===== config.mk =====
export PLATFORM = sky130hd
export DESIGN_NAME = online_add_r4
export DESIGN_NICKNAME = d
export VERILOG_FILES = /design/src/rtl/oladd_pkg.sv /design/src/rtl/oladd_split.sv /design/src/rtl/oladd_merge.sv /design/src/rtl/oladd_seq.sv /design/src/rtl/online_add_r4.sv
export SDC_FILE = /design/constraint.sdc
export NUM_CORES = 1
export LEC_CHECK = 0
export ABC_AREA = 1
export ABC_CLOCK_PERIOD_IN_PS = 2800
export BUFFER_PORTS_ARGS = -buffer_cell sky130_fd_sc_hd__buf_2
export CORE_MARGIN = 3
export CORE_UTILIZATION = 40
export CTS_BUF_LIST = sky130_fd_sc_hd__clkbuf_4 sky130_fd_sc_hd__clkbuf_8
export CTS_CLUSTER_SIZE = 14
export DETAILED_ROUTE_END_ITERATION = 16
export PLACE_DENSITY_LB_ADDON = 0.05
export RECOVER_POWER = 100
export SKIP_CTS_REPAIR_TIMING = 1
export SLEW_MARGIN = 20
export SYNTH_ARGS = -nofsm -noshare
export SYNTH_HDL_FRONTEND = slang
export SYNTH_SLANG_ARGS = --single-unit
export TNS_END_PERCENT = 5

===== constraint.sdc =====
create_clock -name clk -period 2.8 [get_ports clk]
set_clock_uncertainty 0.15 [all_clocks]
set_input_delay 0.56 -clock clk [delete_from_list [all_inputs] [get_ports clk]]
set_output_delay 0.56 -clock clk [all_outputs]
set_load 0.01 [all_outputs]

===== src/rtl/oladd_pkg.sv =====
package oladd_pkg;
  typedef enum logic [1:0] {
    ST_IDLE  = 2'd0,
    ST_RUN   = 2'd1,
    ST_FLUSH = 2'd2
  } seq_state_t;
endpackage


===== src/rtl/oladd_split.sv =====
// Splits one position sum into a transfer digit and an interim digit.
module oladd_split #(
  parameter int LOG2_RADIX = 2
) (
  input  logic signed [LOG2_RADIX:0] x,
  input  logic signed [LOG2_RADIX:0] y,
  output logic signed [1:0]          t,
  output logic signed [LOG2_RADIX:0] w
);
  localparam int DW    = LOG2_RADIX + 1;
  localparam int PW    = LOG2_RADIX + 2;
  localparam int RADIX = 1 << LOG2_RADIX;
  localparam logic signed [PW-1:0] THR_P = PW'(RADIX - 1);
  localparam logic signed [PW-1:0] THR_N = -THR_P;
  localparam logic signed [PW-1:0] R_P   = PW'(RADIX);

  logic signed [PW-1:0] p;
  logic signed [PW-1:0] w_full;

  always_comb begin
    p = {x[DW-1], x} + {y[DW-1], y};
    if (p >= THR_P) begin
      t      = 2'sb01;
      w_full = p - R_P;
    end else if (p <= THR_N) begin
      t      = 2'sb11;
      w_full = p + R_P;
    end else begin
      t      = 2'sb00;
      w_full = p;
    end
    w = w_full[DW-1:0];
  end
endmodule


===== src/rtl/oladd_merge.sv =====
// Forms the output digit from the held interim digit and the new transfer.
module oladd_merge #(
  parameter int LOG2_RADIX = 2
) (
  input  logic signed [LOG2_RADIX:0] w_prev,
  input  logic signed [1:0]          t,
  output logic signed [LOG2_RADIX:0] z
);
  localparam int DW = LOG2_RADIX + 1;
  always_comb z = w_prev + {{(DW-2){t[1]}}, t};
endmodule


===== src/rtl/oladd_seq.sv =====
// Operation sequencing: idle, running, flush.
module oladd_seq
  import oladd_pkg::*;
(
  input  logic clk,
  input  logic rst,
  input  logic in_valid,
  input  logic in_start,
  input  logic in_last,
  input  logic stop,
  output logic accept,
  output logic flush_now
);
  seq_state_t state;

  always_comb begin
    accept    = in_valid && !stop && (state != ST_FLUSH) &&
                (in_start || (state == ST_RUN));
    flush_now = (state == ST_FLUSH) && !stop;
  end

  always_ff @(posedge clk) begin
    if (rst)                    state <= ST_IDLE;
    else if (stop)              state <= ST_IDLE;
    else if (state == ST_FLUSH) state <= ST_IDLE;
    else if (accept)            state <= in_last ? ST_FLUSH : ST_RUN;
  end
endmodule


===== src/rtl/online_add_r4.sv =====
module online_add_r4 #(
  parameter int LOG2_RADIX = 2
) (
  input  logic                  clk,
  input  logic                  rst,
  input  logic                  in_valid,
  input  logic                  in_start,
  input  logic                  in_last,
  input  logic [LOG2_RADIX:0]   x_dig,
  input  logic [LOG2_RADIX:0]   y_dig,
  input  logic                  stop,
  output logic                  out_valid,
  output logic                  out_first,
  output logic                  out_last,
  output logic [LOG2_RADIX:0]   out_dig
);
  localparam int DW = LOG2_RADIX + 1;

  logic                 accept, flush_now;
  logic signed [1:0]    t_cur;
  logic signed [DW-1:0] w_cur, w_hold, w_sel, z_cur;

  oladd_seq u_seq (
    .clk(clk), .rst(rst), .in_valid(in_valid), .in_start(in_start),
    .in_last(in_last), .stop(stop), .accept(accept), .flush_now(flush_now)
  );

  oladd_split #(.LOG2_RADIX(LOG2_RADIX)) u_split (
    .x(x_dig), .y(y_dig), .t(t_cur), .w(w_cur)
  );

  always_comb w_sel = in_start ? '0 : w_hold;

  oladd_merge #(.LOG2_RADIX(LOG2_RADIX)) u_merge (
    .w_prev(w_sel), .t(t_cur), .z(z_cur)
  );

  always_ff @(posedge clk) begin
    if (rst) begin
      out_valid <= 1'b0;
      out_first <= 1'b0;
      out_last  <= 1'b0;
      out_dig   <= '0;
      w_hold    <= '0;
    end else begin
      out_valid <= accept || flush_now;
      out_first <= accept && in_start;
      out_last  <= flush_now;
      if (accept)         out_dig <= z_cur;
      else if (flush_now) out_dig <= w_hold;
      else                out_dig <= '0;
      if (accept)                 w_hold <= w_cur;
      else if (flush_now || stop) w_hold <= '0;
    end
  end
endmodule


==> summary.md <==
| Metric | Value |
|---|---|
| Die Y | 46.6 um |
| Nets | 135 |
| Power per cell area | 438 nW/um^2 |
| Initial drt markers | 3 |
| CTS tree | done |
| Critical path cell sequence | buf_2, ha_4, fa_2, nand2_1, nand2_1, nor2_1, a21oi_1, ha_1, inv_1, fa_2, inv_2, xor2_2, inv_1, nand2_1, nand2_1, nand2_1, nand2_1 |
| CP top delay family | adder cells |
| DR top layer | met3 |
| Buf+Inv Stages, Crit Path | 4 |
| Synth Instances | 92 |
| Overall power | 0.000355 W |
| Seq/Total Area, Yosys | 33.3% |
| Layout cells sized above 1 | 22.4% |
| Routed len/inst | 9.45 um |
| Final ANT Viol Nets | 0 |
| Minimum clock period | 2.63 ns |
| Synth Flop Type | dfxtp_1 |
| Critical path data required time | 2.81 ns |
| IO buf count | 17 |
| Met1 wire length | 572 um |
| Initial Util | 43.3% |
| Worst skew pair latency | 0.26 ns |
| Overall Global Routing Usage | 13.0% |
| Avg Cell Area, Syn | 7.18 sq um |
| Die X | 46.6 um |
| Worst-case reg-to-reg path depth | 12 |
| Synth top area share | 33.3% |
| Buffers from clock root to sink, at most | 2 |
| Core Area | 1520 sq um |
| Worst ir drop on vdd | 0.299 mV |
| Seq cells post-synth | 11 |
| Die area | 2180 sq um |
| Post-Route WL | 1250 um |
| Final hold violation count | 0 |
| Footprint of the multi-input gates | 372 sq um |
| Startpoint Class | primary input |
| Detailed-route vias per instance | 4.64 |
| Setup ws final | 0.171 ns |
| Met2 Wirelength | 589 um |
| Crit end category | flop |
| Biggest area consumer among synthesized cells | dfxtp_1 |
| Area growth from synthesis to layout | 22.5% |
| DP Worst Slack | -0.206 ns |
| Status | completed |
| DR WL met3 | 85 um |
| Post-synth EDFFs | 0 |
| Sequential Area | 220 sq um |
| Yosys synthesis warning count | 0 |
| Slowest cell on crit path | fa_2 |
| Slew at the pin closest to its max-slew limit | 0.265 ns |
| Clk slew on worst S/H paths | 0.07 ns |
| Initial antenna violation count | 0 |
| CTS Buf Count | 3 |
| Cell seen most often among critical-path stages | nand2_1 |
| Placed Area | 788 sq um |
| Design area | 810 sq um |
| CP Max Fanout | 2 |
| Min-Delay Path Class | flop to flop |
| Fillers | 168 |
| Slew Viols, Final | 0 |
| Max-cap viol count | 0 |
| First-pass GRT wire length | 2010 um |
| Fmax | 380 MHz |
| DRC | 0 |
| Vias in the first global route | 522 |
| Setup-failing EPs final | 0 |
| Crit path kind | primary input to flop |
| RSZ-0062 raised after global routing | false |
| Dpl hpwl | 1060 um |
| DR vias | 613 |
| GRT overflow | 0 |
| Top Ports | 18 |
| Antenna cells | 0 |
| Largest net degree at the start of global routing | 7 |
| Crit path largest cell delay | 0.53 ns |
| Critical path depth in cells | 17 |
| Synthesized area | 661 sq um |
| Worst Path Arrival | 2.64 ns |
| H-tree depth | 1 |
| Normalized max-slew margin | 82.3% |
| FP Rows | 14 |
| Reg2Reg Setup Slack | 1.08 ns |
| Finished Layout Cells | 132 |
| Syn_nets | 110 |
| Placed cell count | 128 |
| Synth top area cells | dfxtp_1, nand2_1, inv_1 |
| WHS Path Cells | 2 |
| Hold slack | 0.323 ns |
| Leak | 0.417 nW |
| Tcrit/Tclk final | 93.9% |
| Distinct cells, synth | 19 |
| First-pass iteration count of the detailed router | 2 |
| Async SR Flop Fraction | 0% |
| CTS root buf | clkbuf_4 |
| Routability cong. | 0.752 |
| Clk sinks | 11 |
power breakdown:
part           switching, W  internal, W  leakage [nW]
clock             0.0000489    0.0000647        0.0184
combinational     0.0000434    0.0000355         0.310
sequential       0.00000186     0.000160        0.0891
total             0.0000942     0.000260         0.417
per-layer routing:
layer | global-route usage (%) | vias up
met5 | 0 | -
met4 | 1.66 | 0
met3 | 5.86 | 0
met2 | 21.4 | 17
met1 | 16.1 | 269
li1 | - | 327
cells in the final DEF (no fill, tap or decap), drive strengths merged:
| master | count |
|---|---|
| nand2 | 30 |
| inv | 18 |
| buf | 14 |
| nor2 | 11 |
| dfxtp | 11 |
| clkbuf | 10 |
| nand3 | 7 |
| ha | 4 |
| a21oi | 3 |
| o21ai | 3 |
| fa | 2 |
| or2 | 1 |
| o31ai | 1 |
| xor2 | 1 |
cells by family after synthesis:
| kind of cell | Yosys count | synth area share, % |
|---|---|---|
| xor+xnor | 1 | 1.33 |
| fa+ha+maj | 6 | 13.6 |
| buf+inv | 18 | 10.2 |
| compound gates | 7 | 8.52 |
| flops | 11 | 33.3 |
| simple gates | 49 | 33.0 |
metrics by stage:
step	setup TNS [ns]	utilization [%]
global placement	-0.161	51.7
detailed placement	-0.250	51.7
finish	0	53.1
floorplan	0	-
global route	0	53.1
CTS	0	53.7
cells in the mapped netlist (2+ instances only):
cell type / n
a21oi_1: 2
dfxtp_1: 11
fa_1: 2
ha_1: 4
inv_1: 16
inv_2: 2
nand2_1: 28
nand2_2: 2
nand3_1: 6
nor2_1: 10
tightest hold or removal path, stage by stage, from the launching register on:
cell and delay, ns:
dfxtp_1 0.31, nand3_1 0.08, nand2_1 0.05
area by class of cell:
type | instances | area share (%)
clock buffer | 4 | 3.71
inverter | 18 | 8.35
multi-input combinational | 63 | 45.9
sequential | 11 | 27.2
tap | 16 | 2.47
timing repair buffer | 20 | 12.4
flip-flops by register name, summed over array words and instances (netlist names):
name	count
u_seq.state	2
out_dig	3
out_valid	1
out_first	1
w_hold	3
out_last	1
worst paths after layout:
path | from | endpoint
setup / recovery | x_dig[0] | out_dig[2]
hold / removal | w_hold[0] | w_hold[0]
setup reg to reg | w_hold[0] | out_dig[2]
hold reg to reg | w_hold[0] | w_hold[0]
(Power assumes the default switching activity.)
